[config.mk]
export PLATFORM = sky130hd
export DESIGN_NAME = gpio_irq_ctrl
export DESIGN_NICKNAME = d
export VERILOG_FILES = /design/src/rtl/gpio_irq_pkg.sv /design/src/rtl/gpio_tick_gen.sv /design/src/rtl/gpio_debounce.sv /design/src/rtl/gpio_port.sv /design/src/rtl/gpio_irq_ctrl.sv
export SDC_FILE = /design/constraint.sdc
export NUM_CORES = 1
export LEC_CHECK = 0
export ABC_AREA = 1
export BUFFER_PORTS_ARGS = -buffer_cell sky130_fd_sc_hd__buf_2
export CAP_MARGIN = 20
export CORE_ASPECT_RATIO = 0.9
export CORE_MARGIN = 3
export CORE_UTILIZATION = 39
export DETAILED_ROUTE_END_ITERATION = 8
export PLACE_DENSITY = 0.62
export REMOVE_ABC_BUFFERS = 1
export SETUP_SLACK_MARGIN = 0.3
export SYNTH_ARGS = -nofsm -noshare
export SYNTH_HDL_FRONTEND = slang
export SYNTH_SLANG_ARGS = --single-unit
[constraint.sdc]
create_clock -name clk -period 1.9 [get_ports clk]
set_clock_uncertainty 0.2 [all_clocks]
set_input_delay 0.285 -clock clk [delete_from_list [all_inputs] [get_ports clk]]
set_output_delay 0.285 -clock clk [all_outputs]
set_load 0.03 [all_outputs]
[src/rtl/gpio_irq_pkg.sv]
package gpio_irq_pkg;

    localparam int BUS_AW   = 8;
    localparam int BUS_DW   = 8;
    localparam int PORT_CNT = 3;

    typedef enum logic [3:0] {
        SEL_NONE,
        SEL_DATA,
        SEL_DIR,
        SEL_MODE,
        SEL_POL,
        SEL_ACK,
        SEL_EN,
        SEL_STAT,
        SEL_DB
    } reg_sel_e;

    // Port order inside each table: A, B, F
    localparam logic [BUS_AW-1:0] A_DATA [PORT_CNT] = '{8'h00, 8'h04, 8'h30};
    localparam logic [BUS_AW-1:0] A_DIR  [PORT_CNT] = '{8'h10, 8'h14, 8'h34};
    localparam logic [BUS_AW-1:0] A_MODE [PORT_CNT] = '{8'h90, 8'hAC, 8'h4C};
    localparam logic [BUS_AW-1:0] A_POL  [PORT_CNT] = '{8'h94, 8'hB0, 8'h50};
    localparam logic [BUS_AW-1:0] A_ACK  [PORT_CNT] = '{8'h98, 8'hB4, 8'h54};
    localparam logic [BUS_AW-1:0] A_EN   [PORT_CNT] = '{8'h9C, 8'hB8, 8'h58};
    localparam logic [BUS_AW-1:0] A_STAT [PORT_CNT] = '{8'hA0, 8'hBC, 8'h5C};
    localparam logic [BUS_AW-1:0] A_DB   [PORT_CNT] = '{8'hA8, 8'hC4, 8'h64};

    function automatic reg_sel_e decode_reg(input logic [BUS_AW-1:0] a, input int p);
        if (a == A_DATA[p]) return SEL_DATA;
        if (a == A_DIR[p])  return SEL_DIR;
        if (a == A_MODE[p]) return SEL_MODE;
        if (a == A_POL[p])  return SEL_POL;
        if (a == A_ACK[p])  return SEL_ACK;
        if (a == A_EN[p])   return SEL_EN;
        if (a == A_STAT[p]) return SEL_STAT;
        if (a == A_DB[p])   return SEL_DB;
        return SEL_NONE;
    endfunction

endpackage

[src/rtl/gpio_tick_gen.sv]
module gpio_tick_gen #(
    parameter int DIV = 256
) (
    input  logic clk,
    input  logic rst_n,
    output logic tick
);
    generate
        if (DIV <= 1) begin : g_every
            assign tick = 1'b1;
        end else begin : g_div
            localparam int CW = $clog2(DIV);
            logic [CW-1:0] cnt_q;
            always_ff @(posedge clk or negedge rst_n) begin
                if (!rst_n)
                    cnt_q <= '0;
                else if (cnt_q == CW'(DIV - 1))
                    cnt_q <= '0;
                else
                    cnt_q <= cnt_q + 1'b1;
            end
            assign tick = (cnt_q == CW'(DIV - 1));
        end
    endgenerate
endmodule

[src/rtl/gpio_debounce.sv]
module gpio_debounce #(
    parameter int STABLE_TICKS = 4
) (
    input  logic clk,
    input  logic rst_n,
    input  logic tick,
    input  logic raw,
    output logic clean
);
    localparam int CW = (STABLE_TICKS > 1) ? $clog2(STABLE_TICKS) : 1;

    typedef enum logic {
        DB_STEADY,
        DB_SETTLE
    } db_state_e;

    db_state_e     state_q, state_d;
    logic [CW-1:0] cnt_q, cnt_d;
    logic          clean_q, clean_d;

    // State register
    always_ff @(posedge clk or negedge rst_n) begin
        if (!rst_n) begin
            state_q <= DB_STEADY;
            cnt_q   <= '0;
            clean_q <= 1'b0;
        end else begin
            state_q <= state_d;
            cnt_q   <= cnt_d;
            clean_q <= clean_d;
        end
    end

    // Transitions and held output
    always_comb begin
        state_d = state_q;
        cnt_d   = cnt_q;
        clean_d = clean_q;
        unique case (state_q)
            DB_STEADY: begin
                if (raw != clean_q) begin
                    state_d = DB_SETTLE;
                    cnt_d   = '0;
                end
            end
            DB_SETTLE: begin
                if (raw == clean_q) begin
                    state_d = DB_STEADY;
                end else if (tick) begin
                    if (cnt_q == CW'(STABLE_TICKS - 1)) begin
                        clean_d = raw;
                        state_d = DB_STEADY;
                    end else begin
                        cnt_d = cnt_q + 1'b1;
                    end
                end
            end
            default: state_d = DB_STEADY;
        endcase
    end

    assign clean = clean_q;
endmodule

[src/rtl/gpio_port.sv]
module gpio_port
    import gpio_irq_pkg::*;
#(
    parameter int W        = BUS_DW,
    parameter int DB_TICKS = 4
) (
    input  logic         clk,
    input  logic         rst_n,
    input  logic         tick,
    input  reg_sel_e     sel,
    input  logic         we,
    input  logic [W-1:0] wdata,
    output logic [W-1:0] rdata,
    input  logic [W-1:0] pin_in,
    output logic [W-1:0] pin_out,
    output logic [W-1:0] pin_oe,
    output logic [W-1:0] stat
);
    logic [W-1:0] data_q, dir_q, mode_q, pol_q, en_q, db_q;
    logic [W-1:0] sync1_q, sync2_q, prev_q, edge_q;
    logic [W-1:0] db_out, filt, level_hit, edge_hit, clr, edge_d;

    generate
        for (genvar i = 0; i < W; i++) begin : g_pin
            gpio_debounce #(.STABLE_TICKS(DB_TICKS)) u_db (
                .clk   (clk),
                .rst_n (rst_n),
                .tick  (tick),
                .raw   (sync2_q[i]),
                .clean (db_out[i])
            );
        end
    endgenerate

    assign filt      = (db_q & db_out) | (~db_q & sync2_q);
    assign level_hit = ~(filt ^ pol_q);
    assign edge_hit  = (filt ^ prev_q) & level_hit;

    always_comb begin
        clr = '0;
        if (we && sel == SEL_ACK)
            clr = wdata;
        if (we && (sel == SEL_MODE || sel == SEL_POL))
            clr = '1;
    end

    assign edge_d = (edge_q | (edge_hit & en_q & mode_q)) & ~clr;

    always_ff @(posedge clk or negedge rst_n) begin
        if (!rst_n) begin
            data_q  <= '0;
            dir_q   <= '0;
            mode_q  <= '0;
            pol_q   <= '0;
            en_q    <= '0;
            db_q    <= '0;
            sync1_q <= '0;
            sync2_q <= '0;
            prev_q  <= '0;
            edge_q  <= '0;
        end else begin
            sync1_q <= pin_in;
            sync2_q <= sync1_q;
            prev_q  <= filt;
            edge_q  <= edge_d;
            if (we) begin
                case (sel)
                    SEL_DATA: data_q <= wdata;
                    SEL_DIR:  dir_q  <= wdata;
                    SEL_MODE: mode_q <= wdata;
                    SEL_POL:  pol_q  <= wdata;
                    SEL_EN:   en_q   <= wdata;
                    SEL_DB:   db_q   <= wdata;
                    default: ;
                endcase
            end
        end
    end

    assign stat    = en_q & ((mode_q & edge_q) | (~mode_q & level_hit));
    assign pin_out = data_q;
    assign pin_oe  = dir_q;

    always_comb begin
        case (sel)
            SEL_DATA: rdata = (dir_q & data_q) | (~dir_q & sync2_q);
            SEL_DIR:  rdata = dir_q;
            SEL_MODE: rdata = mode_q;
            SEL_POL:  rdata = pol_q;
            SEL_EN:   rdata = en_q;
            SEL_STAT: rdata = stat;
            SEL_DB:   rdata = db_q;
            default:  rdata = '0;
        endcase
    end
endmodule

[src/rtl/gpio_irq_ctrl.sv]
module gpio_irq_ctrl
    import gpio_irq_pkg::*;
#(
    parameter int TICK_DIV = 256,
    parameter int DB_TICKS = 4
) (
    input  logic              clk,
    input  logic              rst_n,
    input  logic [BUS_AW-1:0] bus_addr,
    input  logic              bus_we,
    input  logic [BUS_DW-1:0] bus_wdata,
    output logic [BUS_DW-1:0] bus_rdata,
    input  logic [BUS_DW-1:0] pin_in_a,
    input  logic [BUS_DW-1:0] pin_in_b,
    input  logic [BUS_DW-1:0] pin_in_f,
    output logic [BUS_DW-1:0] pin_out_a,
    output logic [BUS_DW-1:0] pin_out_b,
    output logic [BUS_DW-1:0] pin_out_f,
    output logic [BUS_DW-1:0] pin_oe_a,
    output logic [BUS_DW-1:0] pin_oe_b,
    output logic [BUS_DW-1:0] pin_oe_f,
    output logic              irq_ab,
    output logic [BUS_DW-1:0] irq_f
);
    logic              tick;
    logic [BUS_DW-1:0] pin_in_w  [PORT_CNT];
    logic [BUS_DW-1:0] pin_out_w [PORT_CNT];
    logic [BUS_DW-1:0] pin_oe_w  [PORT_CNT];
    logic [BUS_DW-1:0] stat_w    [PORT_CNT];
    logic [BUS_DW-1:0] rdata_w   [PORT_CNT];

    gpio_tick_gen #(.DIV(TICK_DIV)) u_tick (
        .clk   (clk),
        .rst_n (rst_n),
        .tick  (tick)
    );

    assign pin_in_w[0] = pin_in_a;
    assign pin_in_w[1] = pin_in_b;
    assign pin_in_w[2] = pin_in_f;

    generate
        for (genvar p = 0; p < PORT_CNT; p++) begin : g_port
            reg_sel_e sel;
            assign sel = decode_reg(bus_addr, p);
            gpio_port #(.W(BUS_DW), .DB_TICKS(DB_TICKS)) u_port (
                .clk     (clk),
                .rst_n   (rst_n),
                .tick    (tick),
                .sel     (sel),
                .we      (bus_we),
                .wdata   (bus_wdata),
                .rdata   (rdata_w[p]),
                .pin_in  (pin_in_w[p]),
                .pin_out (pin_out_w[p]),
                .pin_oe  (pin_oe_w[p]),
                .stat    (stat_w[p])
            );
        end
    endgenerate

    always_comb begin
        bus_rdata = '0;
        for (int p = 0; p < PORT_CNT; p++)
            bus_rdata = bus_rdata | rdata_w[p];
    end

    assign pin_out_a = pin_out_w[0];
    assign pin_out_b = pin_out_w[1];
    assign pin_out_f = pin_out_w[2];
    assign pin_oe_a  = pin_oe_w[0];
    assign pin_oe_b  = pin_oe_w[1];
    assign pin_oe_f  = pin_oe_w[2];

    assign irq_ab = (|stat_w[0]) | (|stat_w[1]);
    assign irq_f  = stat_w[2];
endmodule

# [Word-level counts from Yosys, hierarchy flattened]
# Index checks and enable logic that the tools add are counted.
[totals] ff_bits=344 in_bits=43
[classes] n_reduce_logical=78 muxes=424 add_sub_neg=25 n_eq_ne=216 bitwise=117
[ops] op="$and 8x8->8" count=33
[ops] op="$mux 4" count=66
[ops] op="$mux 1" count=204
[ops] op="$mux 2" count=96
[ops] op="$reduce_and 4->1" count=48
[ops] op="$ne 2x2->1 const B" count=89
[ops] op="$pmux 8 s7" count=3
[ops] op="$not 8->8" count=15
[ops] op="$or 8x8->8" count=14
[ops] op="$eq 8x8->1 const B" count=13
[ops] op="$pmux 2 s2" count=24
[ops] op="$mux 8" count=7
[ops] op="$add 2x1->2 const B" count=24
[ops] op="$eq 2x2->1 const B" count=24
[ops] op="$eq 4x3->1 const B" count=12
[ops] op="$eq 8x7->1 const B" count=6
[ops] op="$not 1->1" count=48
[ops] op="$pmux 1 s2" count=24
[ops] op="$xor 8x8->8" count=6
[ops] op="$reduce_and 2->1" count=18
[ops] op="$eq 1x1->1" count=24
[ops] op="$eq 4x2->1 const B" count=6
[ops] op="$ne 1x1->1" count=24
[ops] op="$eq 8x5->1 const B" count=2
[ops] op="11 further kinds" count=30

# [Depth between registers and ports, before layout]
# Gate-level depths: netlist of the first run.
[depth] depth_word=44 depth_mapped=11

# [Hierarchy]
# Synthesis of the first run repeated with hierarchy kept, for this count alone.
[unflattened] cells_unflattened=2382 area_unflattened_um2=17793.3
[by_module_without_submodules] module="gpio_port" instances=3 cells_each=534 area_each_um2=3966.3
[by_module_without_submodules] module="gpio_debounce" instances=24 cells_each=27 area_each_um2=212.7
[by_module_without_submodules] module="gpio_irq_ctrl" instances=1 cells_each=88 area_each_um2=417.9
[by_module_without_submodules] module="gpio_tick_gen" instances=1 cells_each=44 area_each_um2=371.6

# [Worst setup path before layout of the first run]
# Ideal clock, no wire load.
[synth_path] path_kind="input -> output" start="input bus_addr[7]" end="output bus_rdata[0]" path_slack_ns=-0.177 arrival_ns=1.592 cell_stages=11 required_ns=1.415 path_buffers=0 path_cell_list="inv_2 -> nand2_1 -> nor2_1 -> inv_1 -> nor2_4 -> inv_1 -> nor3_2 -> nand2_1 -> nand2_1 -> nor2_1 -> nand2_1"
[synth_between] elab_chain_cells=26
[synth_rtl] item="from (decl)" line_no="gpio_irq_ctrl.sv:9" rtl="input logic [BUS_AW-1:0] bus_addr,"
[synth_rtl] item="$eq 8x5->1" line_no="gpio_irq_pkg.sv:31" rtl="if (a == A_DIR[p]) return SEL_DIR;"
[synth_rtl] item="$mux 4 (2 in a row)" line_no="gpio_irq_pkg.sv:31"
[synth_rtl] item="$mux 4 (2 in a row)" line_no="gpio_irq_pkg.sv:32" rtl="if (a == A_MODE[p]) return SEL_MODE;"
[synth_rtl] item="$mux 4" line_no="gpio_irq_pkg.sv:31"
[synth_rtl] item="$mux 4 (2 in a row)" line_no="gpio_irq_pkg.sv:33" rtl="if (a == A_POL[p]) return SEL_POL;"
[synth_rtl] item="$mux 4" line_no="gpio_irq_pkg.sv:32"
[synth_rtl] item="$mux 4" line_no="gpio_irq_pkg.sv:31"
[synth_rtl] item="$mux 4" line_no="gpio_irq_pkg.sv:34" rtl="if (a == A_ACK[p]) return SEL_ACK;"
[synth_rtl] item="[7 not listed]"
[synth_rtl] item="$mux 4" line_no="gpio_irq_pkg.sv:34"
[synth_rtl] item="$mux 4" line_no="gpio_irq_pkg.sv:33"
[synth_rtl] item="$mux 4" line_no="gpio_irq_pkg.sv:32"
[synth_rtl] item="$mux 4" line_no="gpio_irq_pkg.sv:31"
[synth_rtl] item="$eq 4x4->1 (tied with other cells)" line_no="gpio_port.sv:85" rtl="case (sel)"
[synth_rtl] item="$pmux 8 s7" line_no="gpio_port.sv:85"
[synth_rtl] item="$or 8x8->8" line_no="gpio_irq_ctrl.sv:65" rtl="bus_rdata = bus_rdata | rdata_w[p];"
[synth_rtl] item="$or 8x8->8 *" line_no="gpio_irq_ctrl.sv:65"
[synth_rtl] item="to (decl)" line_no="gpio_irq_ctrl.sv:12" rtl="output logic [BUS_DW-1:0] bus_rdata,"
# Mark *: on every way between the ends. The rest lies on a longest branch, timed or not. The select of a mux whose other input is x is not followed.

# [Worst setup path in the final report of the first run]
[layout_path] start="register g_port[0].u_port.db_q[0]" end="output bus_rdata[0]"
[layout_between] elab_chain_cells=11
[layout_rtl] item="from (decl)" line_no="gpio_port.sv:19" rtl="logic [W-1:0] data_q, dir_q, mode_q, pol_q, en_q, db_q;"
[layout_rtl] item="from (signal assigned)" line_no="gpio_port.sv:73" rtl="SEL_DB: db_q <= wdata;"
[layout_rtl] item="$not 8->8" line_no="gpio_port.sv:35" rtl="assign filt = (db_q & db_out) | (~db_q & sync2_q);"
[layout_rtl] item="$and 8x8->8" line_no="gpio_port.sv:35"
[layout_rtl] item="$or 8x8->8" line_no="gpio_port.sv:35"
[layout_rtl] item="$xor 8x8->8" line_no="gpio_port.sv:36" rtl="assign level_hit = ~(filt ^ pol_q);"
[layout_rtl] item="$not 8->8" line_no="gpio_port.sv:36"
[layout_rtl] item="$and 8x8->8" line_no="gpio_port.sv:80" rtl="assign stat = en_q & ((mode_q & edge_q) | (~mode_q & level_hit));"
[layout_rtl] item="$or 8x8->8" line_no="gpio_port.sv:80"
[layout_rtl] item="$and 8x8->8" line_no="gpio_port.sv:80"
[layout_rtl] item="$pmux 8 s7 *" line_no="gpio_port.sv:85"
[layout_rtl] item="$or 8x8->8 * (2 in a row)" line_no="gpio_irq_ctrl.sv:65"
# Mark *: on every way between the ends. The rest lies on a longest branch, timed or not.

==> reports/summary.md, run 1 <==
- Layout Nets: 2530
- Tcrit/Tclk final: 141%
- initial antenna violation count: 2
- crit path capture type: output port
- vias in the first global route: 15500
- average size of a mapped cell: 8.36 sq um
- Top delay family on crit path: simple AND/OR/NAND/NOR gates
- count of buffer and inverter cells on the critical path: 2
- Global Route met1 Usage: 32.8%
- die span in y: 200 microns
- clock tree from TritonCTS: yes
- proportion of power drawn by flip-flops and latches: 45.7%
- Inst Count DP: 2882
- number of core rows: 70
- EDFF count, synth: 0
- total count of max-transition violations in the final report: 0
- share of final-layout standard cells stronger than drive strength 1: 35.3%
- synthesized netlist cell count: 1961
- outcome: finished with violations
- Global Route met3 Usage: 3.28%
- GR Overflow Total: 0
- post-synthesis cell type with the largest combined area: sky130_fd_sc_hd__dfrtp_1
- start-to-end type of the worst setup path: register to output port
- dominant register cell in the synthesized netlist: sky130_fd_sc_hd__dfrtp_1
- top cells by instance count after synthesis: sky130_fd_sc_hd__nand2_1 (546), sky130_fd_sc_hd__dfrtp_1 (344), sky130_fd_sc_hd__o21ai_0 (281)
- DP Area: 0.0200 sq mm
- drt initial violations: 1173
- DRC viols: 0
- maximum number of buffers from clock root to sink: 3
- master cell of the clock root buffer: sky130_fd_sc_hd__clkbuf_16
- clock period minus worst slack: 2.67 ns
- detail-routed net length per standard cell: 17.7 microns
- arrival time of the worst setup path: 2.19 ns
- maximum fanout along the worst path: 4
- portion of synthesized cell area occupied by the leading cell type: 52.5%
- Slew HR: 48.9%
- cell chain of the critical path: o211ai_1, nand3b_1, nand3_1, nand4_1, nor2_1, buf_4, nand2_2, buf_6
- combinational power share: 13.5%
- Die X-Extent: 222 microns
- area of the die: 0.0445 sq mm
- initial standard-cell utilization of the core: 39.9%
- Total Routing Usage GR: 23.6%
- max-cap viol count: 0
- most common cell in the synthesized netlist: sky130_fd_sc_hd__nand2_1
- Unique masters post-synth: 44
- maximum ir drop on the vdd rail: 0.791 mV
- H-tree level count: 2
- Yosys warning count: 0
- leading cell types by total area after synthesis: sky130_fd_sc_hd__dfrtp_1 (53%), sky130_fd_sc_hd__nand2_1 (13%), sky130_fd_sc_hd__o21ai_0 (8.6%)
- io pins: 108
- register clock-pin slew on the reported worst setup and hold paths: 0.06 ns
- layout overhead on the synthesized area: 46.0%
- Max stage delay on crit path: 0.42 ns
- met2 routing resource usage after global routing: 38.6%
- net switching fraction of the power: 26.7%
- Clock power frac: 40.8%
- total net switching power: 4.83 mW
- number of hold violations in the final report: 0
- nature of the critical path startpoint: register
- Final ANT Viol Nets: 0
- power density over the cells: 755 mW/mm^2
- detailed-router iteration count before antenna repair: 6
- sum of negative setup slack: -8.24 ns
- CORE AREA: 0.0411 sq mm
- number of buffer cells added on primary ports: 107
- maximum number of pins on one net before global-route repair: 62
- WL final: 53800 microns
- unrepaired setup endpoints after global routing: true
- slowest stage cell, crit path: sky130_fd_sc_hd__dfrtp_1
- count of final setup violators: 25
- Final Instance Count excl. Fillers: 3033
- TritonCTS Sinks: 344
- violated checks: negative setup slack
- synthesized flop and latch total: 344
- routed via count divided by cell count: 5.11
- required time of the worst setup path: 1.41 ns
- most congested layer reported by global routing: met2
- sequential-to-total area share from yosys stat: 52.5%
- Async S/R FF share, synth: 100%
- leakage power summed over all cells: 11.5 nW
- global-route wire length before repair: 84000 microns
- min setup slack post-route: -0.773 ns
- Internal Power: 13.2 mW
- classification of the worst-slack hold path: input port to async pin
- clock network latency to the later pin of the worst-skew pair: 0.54 ns
- slew at the pin closest to its max-slew limit: 0.765 ns
- Inserted Clock Buffers: 38
- RD Place Congestion: 0.972
- via count of the routed design: 15500
- worst slack on hold paths: 0.0187 ns
- filler instances: 3543
- Syn Std Cell Area: 0.0164 sq mm
- total half-perimeter wirelength after legalization and detailed placement: 37700 microns
- share of the core filled with cells: 58.3%
- post-route design area: 0.0239 sq mm
- maximum clock frequency: 0.374 GHz
-- stage by stage --
step	setup WS, ns	power, mW
after detailed placement	-0.565	10.3
after floorplan	-0.453	9.23
final	-0.773	18.1
after global placement	-0.515	10.2
after CTS	-0.796	18.0
after global routing	-0.886	18.8
-- worst reg2reg max path: cells and delay by family (launching register included) --
family                     cells  cell delay (ns)
adders and majority gates      1             0.19
AOI/OAI and AO/OA              2             0.27
buffers and inverters          2             0.31
DFF                            1             0.36
and+or+nand+nor                4             0.52
-- area by class of cell --
type | count | area (sq um) | area share, %
Multi-Input combinational cell | 1349 | 7910 | 33.1
Antenna cell | 2 | 5.00 | 0.0209
Sequential cell | 344 | 8620 | 36.0
Clock inverter | 10 | 52.6 | 0.220
Clock buffer | 59 | 1190 | 4.99
Inverter | 229 | 887 | 3.71
Tap cell | 540 | 676 | 2.82
Timing Repair Buffer | 500 | 4580 | 19.1
-- timing repair --
action / in CTS / in global routing
hold buffers: 31 / 0
gates resized for setup: 432 / 251
endpoints found under the setup margin: 177 / 201
endpoints found under the hold margin: 395 / 0
buffers inserted: 26 / 21
cloned: 2 / 0
pin swaps: 105 / 92
-- worst paths after layout --
| kind | startpoint | end | slack, ns | cells past startpoint |
|---|---|---|---|---|
| setup / recovery | g_port[0].u_port.db_q[0] | bus_rdata[0] | -0.77 | 8 |
| hold / removal | rst_n | u_tick.g_div.cnt_q[2] | 0.02 | 2 |
| setup reg to reg | u_tick.g_div.cnt_q[1] | g_port[2].u_port.g_pin[7].u_db.cnt_q[0] | -0.07 | 9 |
| hold reg to reg | g_port[1].u_port.sync1_q[5] | g_port[1].u_port.sync2_q[5] | 0.15 | 0 |
| max in group asynchronous | rst_n | g_port[0].u_port.pin_oe[2] | 0.79 | 3 |
| min in group clk | bus_wdata[7] | g_port[1].u_port.edge_q[7] | 0.02 | 3 |
-- cells by family after synthesis --
kind of cell,count (synthesis),synth area share (%)
adder cells (fa/ha/maj),25,1.91
buffers and inverters,268,6.41
AND/OR/NAND/NOR,904,24.4
XOR/XNOR,29,1.55
AO/OA/AOI/OAI,371,12.0
flip-flops,344,52.5
multiplexers,20,1.22
-- sequential cells by signal, indices dropped and copies added (netlist names), 24 cells and up --
register,cells
g_port.u_port.mode_q,24
g_port.u_port.g_pin.u_db.cnt_q,48
g_port.u_port.db_q,24
g_port.u_port.g_pin.u_db.state_q,24
g_port.u_port.g_pin.u_db.clean,24
g_port.u_port.sync1_q,24
g_port.u_port.en_q,24
g_port.u_port.pol_q,24
g_port.u_port.edge_q,24
g_port.u_port.pin_out,24
g_port.u_port.sync2_q,24
g_port.u_port.pin_oe,24
g_port.u_port.prev_q,24
-- per-layer routing --
layer  vias to the layer above  wire length [microns]
li1                       7418                      -
met1                      7524                  23600
met2                       471                  25600
met3                        89                   2940
met4                         0                   1610
met5                         -                      0
-- placed cells by master, fill, tap and decap left out, types with 5 or more instances in the layout --
| cell | netlist | routed |
|---|---|---|
| sky130_fd_sc_hd__o21ai_1 | 3 | 61 |
| sky130_fd_sc_hd__ha_1 | 25 | 24 |
| sky130_fd_sc_hd__nor2_4 | 7 | 20 |
| sky130_fd_sc_hd__nand2_1 | 546 | 446 |
| sky130_fd_sc_hd__buf_6 | 3 | 114 |
| sky130_fd_sc_hd__nor3_1 | 13 | 9 |
| sky130_fd_sc_hd__o21ai_0 | 281 | 184 |
| sky130_fd_sc_hd__nand2_4 | 5 | 9 |
| sky130_fd_sc_hd__nand4_1 | 39 | 39 |
| sky130_fd_sc_hd__o21ai_2 | 13 | 41 |
| sky130_fd_sc_hd__nor2_2 | 7 | 17 |
| sky130_fd_sc_hd__nor2_1 | 128 | 105 |
| sky130_fd_sc_hd__nand3_2 | 2 | 18 |
| sky130_fd_sc_hd__dlygate4sd3_1 | 0 | 31 |
| sky130_fd_sc_hd__mux2i_1 | 20 | 20 |
| sky130_fd_sc_hd__nand2_2 | 5 | 100 |
| sky130_fd_sc_hd__nor3_2 | 2 | 5 |
| sky130_fd_sc_hd__nand3_1 | 117 | 77 |
| sky130_fd_sc_hd__dfrtp_1 | 344 | 333 |
| sky130_fd_sc_hd__xnor2_1 | 25 | 25 |
| sky130_fd_sc_hd__o21ai_4 | 0 | 11 |
| sky130_fd_sc_hd__buf_4 | 3 | 277 |
| sky130_fd_sc_hd__nand3_4 | 3 | 27 |
| sky130_fd_sc_hd__clkbuf_1 | 24 | 8 |
| sky130_fd_sc_hd__o211ai_1 | 6 | 6 |
| sky130_fd_sc_hd__buf_12 | 0 | 21 |
| sky130_fd_sc_hd__a21oi_1 | 49 | 27 |
| sky130_fd_sc_hd__a31oi_1 | 8 | 8 |
| sky130_fd_sc_hd__dfrtp_2 | 0 | 11 |
| sky130_fd_sc_hd__a21oi_2 | 3 | 21 |
| sky130_fd_sc_hd__clkinv_2 | 0 | 9 |
| sky130_fd_sc_hd__inv_1 | 218 | 180 |
| sky130_fd_sc_hd__clkbuf_16 | 0 | 41 |
| sky130_fd_sc_hd__buf_2 | 9 | 39 |
| sky130_fd_sc_hd__clkbuf_8 | 0 | 10 |
| sky130_fd_sc_hd__inv_2 | 11 | 44 |
| sky130_fd_sc_hd__nand3b_1 | 18 | 18 |
| sky130_fd_sc_hd__buf_8 | 0 | 13 |
-- power groups by stage --
stage | Sequential, mW | Combinational [mW] | Clock [mW]
detailed placement | 8.31 | 1.99 | 0
global placement | 8.29 | 1.93 | 0
floorplan | 8.33 | 0.895 | 0
global route | 8.32 | 2.69 | 7.80
CTS | 8.22 | 2.27 | 7.49
finish | 8.25 | 2.44 | 7.36
Power figures use the tool's default switching activity.
==> inputs of run 2 (changes only) <==
Settings changed: BUFFER_PORTS_ARGS -buffer_cell sky130_fd_sc_hd__buf_2 to -buffer_cell sky130_fd_sc_hd__clkbuf_2.
==> reports/summary.md, run 2 (synthesis results as in run 1) <==
- WL final: 54800 microns
- TritonCTS Sinks: 344
- max-cap viol count: 0
- clock network latency to the later pin of the worst-skew pair: 0.54 ns
- via count of the routed design: 15600
- count of buffer and inverter cells on the critical path: 2
- H-tree level count: 2
- arrival time of the worst setup path: 2.24 ns
- leakage power summed over all cells: 11.7 nW
- Layout Nets: 2561
- Total Routing Usage GR: 23.9%
- source of the worst register-to-register timing path: g_port[1].u_port.db_q[0]
- RD Place Congestion: 0.948
- slowest stage cell, crit path: sky130_fd_sc_hd__dfrtp_2
- nature of the critical path startpoint: register
- DP Worst Slack: -0.632 ns
- Die X-Extent: 222 microns
- detailed-router iteration count before antenna repair: 6
- violated checks: negative setup slack
- die span in y: 200 microns
- register bank with the most flops: g_port.u_port.g_pin.u_db.cnt_q
- DRC viols: 0
- number of hold violations in the final report: 0
- initial standard-cell utilization of the core: 39.9%
- detail-routed net length per standard cell: 17.9 microns
- number of buffer cells added on primary ports: 107
- maximum ir drop on the vdd rail: 0.795 mV
- count of final setup violators: 92
- unrepaired setup endpoints after global routing: true
- number of core rows: 70
- slew at the pin closest to its max-slew limit: 0.421 ns
- Inserted Clock Buffers: 38
- worst reg2reg path endpoint: g_port[1].u_port.edge_q[0]
- most common cell after layout, fill and taps aside: sky130_fd_sc_hd__nand2_1
- register clock-pin slew on the reported worst setup and hold paths: 0.06 ns
- classification of the worst-slack hold path: input port to async pin
- crit path capture type: output port
- antenna diode count: 0
- power density over the cells: 740 mW/mm^2
- maximum fanout along the worst path: 4
- Slew HR: 71.9%
- min setup slack post-route: -0.829 ns
- initial antenna violation count: 1
- routed via count divided by cell count: 5.10
- filler instances: 3484
- clock period minus worst slack: 2.73 ns
- vias in the first global route: 15500
- cell chain of the critical path: o211ai_1, nand3b_1, nand3_1, nand4_1, nor2_2, buf_4, nand2_4, buf_8
- maximum number of buffers from clock root to sink: 3
- CORE AREA: 0.0411 sq mm
- io pins: 108
- Final ANT Viol Nets: 0
- PnR Total Power: 18.0 mW
- total half-perimeter wirelength after legalization and detailed placement: 37600 microns
- global-route wire length before repair: 84600 microns
- Top delay family on crit path: simple AND/OR/NAND/NOR gates
- Tcrit/Tclk final: 144%
- clock tree from TritonCTS: yes
- worst slack on hold paths: 0.0461 ns
- sum of negative setup slack: -12.95 ns
- total count of max-transition violations in the final report: 0
- master cell of the clock root buffer: sky130_fd_sc_hd__clkbuf_16
- most frequent cells in the layout: sky130_fd_sc_hd__nand2_1 (446), sky130_fd_sc_hd__dfrtp_1 (340), sky130_fd_sc_hd__buf_4 (294), sky130_fd_sc_hd__o21ai_0 (180), sky130_fd_sc_hd__inv_1 (180)
- maximum number of pins on one net before global-route repair: 67
- setup slack, reg-to-reg: -0.62 ns
- GR Overflow Total: 0
- Max stage delay on crit path: 0.45 ns
- outcome: finished with violations
- layout overhead on the synthesized area: 48.5%
- start-to-end type of the worst setup path: register to output port
- area of the die: 0.0445 sq mm
- maximum clock frequency: 0.366 GHz
- drt initial violations: 1266
- required time of the worst setup path: 1.41 ns
- Largest register FFs: 48
- worst reg2reg path depth: 19
- share of final-layout standard cells stronger than drive strength 1: 35.1%
[run 2: worst max-delay path by stage]
stage,startpoint,to,slack (ns),cells past startpoint
floorplan,u_tick.g_div.cnt_q[0],g_port[0].u_port.g_pin[1].u_db.clean,-0.45,8
global placement,bus_addr[4],bus_rdata[5],-0.65,13
detailed placement,bus_addr[4],bus_rdata[5],-0.63,13
CTS,g_port[0].u_port.sync2_q[5],bus_rdata[5],-0.82,9
global route,g_port[0].u_port.sync2_q[5],bus_rdata[5],-0.92,9
finish,g_port[0].u_port.db_q[5],bus_rdata[5],-0.83,8
[run 2: timing repair]
item	in CTS	in global routing
hold endpoints to repair	392	0
setup buffers	36	28
pin swaps	89	115
resized for setup	414	287
hold buffers	31	0
endpoints found under the setup margin	172	239
cloned	5	2
[run 2: layer usage]
metal	wire length [microns]	track usage, %
met5	0	0
met4	1880	6.63
met3	3240	3.73
met2	25700	39.3
met1	24000	33.0
[run 2: area by class of cell]
cell class | count | area (sq um) | area share (%)
multi-input cells | 1350 | 7900 | 32.5
clock inverters | 11 | 109 | 0.447
inverters | 229 | 888 | 3.65
flip-flops and latches | 344 | 8610 | 35.4
clock buffers | 54 | 1080 | 4.45
repair buffers | 530 | 5080 | 20.9
well taps | 540 | 676 | 2.77
[run 2: worst register-to-register path, stage by stage (launching register included)]
cell and delay, ns:
sky130_fd_sc_hd__dfrtp_1 0.39, sky130_fd_sc_hd__inv_1 0.07, sky130_fd_sc_hd__nand2_2 0.07, sky130_fd_sc_hd__nand2_2 0.09, sky130_fd_sc_hd__nand2_2 0.06, sky130_fd_sc_hd__buf_6 0.11
sky130_fd_sc_hd__buf_6 0.10, sky130_fd_sc_hd__buf_6 0.10, sky130_fd_sc_hd__buf_6 0.10, sky130_fd_sc_hd__buf_6 0.10, sky130_fd_sc_hd__buf_6 0.11, sky130_fd_sc_hd__buf_6 0.10
sky130_fd_sc_hd__buf_6 0.10, sky130_fd_sc_hd__buf_6 0.10, sky130_fd_sc_hd__buf_6 0.10, sky130_fd_sc_hd__mux2i_1 0.15, sky130_fd_sc_hd__nand2_1 0.07, sky130_fd_sc_hd__nor2_1 0.10
sky130_fd_sc_hd__o21ai_1 0.07, sky130_fd_sc_hd__a21oi_1 0.14
[run 2: power breakdown]
group / internal (mW) / switching (mW) / total, mW / leakage, nW
logic: 1.12 / 1.37 / 2.49 / 6.88
registers: 7.84 / 0.416 / 8.25 / 4.26
clock network: 4.23 / 3.05 / 7.28 / 0.592
total: 13.2 / 4.84 / 18.0 / 11.7
[run 2: through the flow]
stage	area (sq um)	util (%)	cells
floorplan	16200	-	1922
global placement	20100	48.9	2891
detailed placement	20100	48.9	2891
CTS	23400	56.9	3028
global route	24300	59.3	3058
finish	24300	59.3	3058
==> inputs of run 3 (changes only) <==
Settings changed: RECOVER_POWER set to 25.
==> reports/summary.md, run 3 (synthesis results as in run 1) <==
- outcome: finished with violations
- violated checks: negative setup slack
- arrival time of the worst setup path: 2.27 ns
- filler instances: 3497
- setup slack, reg-to-reg: -0.66 ns
- most common cell after layout, fill and taps aside: sky130_fd_sc_hd__nand2_1
- detail-routed net length per standard cell: 17.9 microns
- crit path capture type: output port
- power density over the cells: 742 mW/mm^2
- maximum fanout along the worst path: 4
- Die X-Extent: 222 microns
- worst slack on hold paths: 0.0672 ns
- initial antenna violation count: 1
- routed via count divided by cell count: 5.10
- start-to-end type of the worst setup path: register to output port
- CORE AREA: 0.0411 sq mm
- vias in the first global route: 15500
- area of the die: 0.0445 sq mm
- classification of the worst-slack hold path: input port to register
- nature of the critical path startpoint: register
- layout overhead on the synthesized area: 48.1%
- sum of negative setup slack: -13.39 ns
- source of the critical timing path: g_port[0].u_port.db_q[5]
- Setup crit end: bus_rdata[5]
- Slew HR: 23.1%
- master cell of the clock root buffer: sky130_fd_sc_hd__clkbuf_16
- source of the worst register-to-register timing path: g_port[1].u_port.db_q[0]
- leakage power summed over all cells: 11.7 nW
- maximum number of buffers from clock root to sink: 3
- worst reg2reg path depth: 19
- count of final setup violators: 92
- number of buffer cells added on primary ports: 107
- io pins: 108
- antenna diode count: 0
- RD Place Congestion: 0.948
- detailed-router iteration count before antenna repair: 5
- slew at the pin closest to its max-slew limit: 1.15 ns
- maximum number of pins on one net before global-route repair: 67
- PnR Total Power: 18.0 mW
- clock tree from TritonCTS: yes
- Layout Nets: 2561
- register bank with the most flops: g_port.u_port.g_pin.u_db.cnt_q
- clock period minus worst slack: 2.75 ns
- global-route wire length before repair: 84600 microns
- Final ANT Viol Nets: 0
- number of core rows: 70
- H-tree level count: 2
- unrepaired setup endpoints after global routing: true
- Total Routing Usage GR: 23.9%
- min setup slack post-route: -0.854 ns
- initial standard-cell utilization of the core: 39.9%
- max-cap viol count: 0
- worst reg2reg path endpoint: g_port[1].u_port.edge_q[0]
- most frequent cells in the layout: sky130_fd_sc_hd__nand2_1 (452), sky130_fd_sc_hd__dfrtp_1 (340), sky130_fd_sc_hd__buf_4 (293), sky130_fd_sc_hd__o21ai_0 (187), sky130_fd_sc_hd__inv_1 (180)
- DRC viols: 0
- Largest register FFs: 48
- maximum clock frequency: 0.363 GHz
- DP Area: 0.0201 sq mm
- Tcrit/Tclk final: 145%
- total count of max-transition violations in the final report: 0
- number of hold violations in the final report: 0
- WL final: 54900 microns
- register clock-pin slew on the reported worst setup and hold paths: 0.06 ns
- total half-perimeter wirelength after legalization and detailed placement: 37600 microns
- maximum ir drop on the vdd rail: 0.793 mV
- via count of the routed design: 15600
- required time of the worst setup path: 1.41 ns
- share of final-layout standard cells stronger than drive strength 1: 34.6%
- post-route design area: 0.0243 sq mm
- drt initial violations: 1237
- TritonCTS Sinks: 344
- GR Overflow Total: 0
- clock network latency to the later pin of the worst-skew pair: 0.54 ns
- die span in y: 200 microns
- Inserted Clock Buffers: 38
-- run 3: cell count changes in the layout (fill, tap and decap cells not counted), sizes merged --
cell | previous run | this run
buf | 435 | 431
clkbuf | 118 | 122
-- run 3: what timing repair did --
item | CTS | global route
gates cloned | 5 | 2
gates resized for setup | 414 | 287
buffers inserted | 36 | 28
endpoints found under the setup margin | 172 | 239
endpoints found under the hold margin | 392 | 0
hold buffers | 31 | 0
pin swaps | 89 | 115
-- run 3: where the power goes --
group | internal, mW | switching (mW)
combinational | 1.11 | 1.37
sequential | 7.84 | 0.413
clock | 4.23 | 3.06
-- run 3: layer usage --
layer / global-route usage [%] / part of all wire (%) / up-vias
li1: - / - / 7468
met4: 6.63 / 3.4 / 0
met2: 39.3 / 47 / 445
met3: 3.73 / 6.1 / 107
met1: 33.0 / 44 / 7589
met5: 0 / 0 / -
-- run 3: per-stage QoR --
step | setup WS [ns] | std cells | utilization, %
final | -0.854 | 3058 | 59.1
after global routing | -0.922 | 3058 | 59.1
after CTS | -0.823 | 3028 | 56.9
after detailed placement | -0.632 | 2891 | 48.9
after global placement | -0.652 | 2891 | 48.9
after floorplan | -0.453 | 1922 | -
-- run 3: layout make-up --
cell class,count,area [sq um],area share (%)
sequential,344,8610,35.5
multi-input combinational,1350,7880,32.4
timing repair buffer,530,5030,20.7
clock buffer,54,1080,4.46
inverter,229,888,3.66
tap,540,676,2.78
clock inverter,11,109,0.448
-- run 3: worst min-delay path by stage --
stage                 start                     endpoint  cells after the start
2_1_floorplan         rst_n     g_port[0].u_port.db_q[0]                      0
3_3_place_gp          rst_n  g_port[0].u_port.sync2_q[1]                      1
3_5_place_dp          rst_n  g_port[0].u_port.sync1_q[1]                      1
4_1_cts        bus_wdata[4]   g_port[1].u_port.edge_q[4]                      3
5_1_grt        bus_wdata[4]   g_port[1].u_port.edge_q[4]                      3
6_report       bus_wdata[0]   g_port[1].u_port.edge_q[0]                      3
-- run 3: critical path: stages (launching register included) --
cell,delay [ns]
sky130_fd_sc_hd__dfrtp_2,0.45
sky130_fd_sc_hd__o211ai_1,0.26
sky130_fd_sc_hd__nand3b_1,0.16
sky130_fd_sc_hd__nand3_1,0.10
sky130_fd_sc_hd__nand4_1,0.18
sky130_fd_sc_hd__nor2_2,0.23
sky130_fd_sc_hd__buf_4,0.15
sky130_fd_sc_hd__nand2_4,0.05
sky130_fd_sc_hd__buf_8,0.14
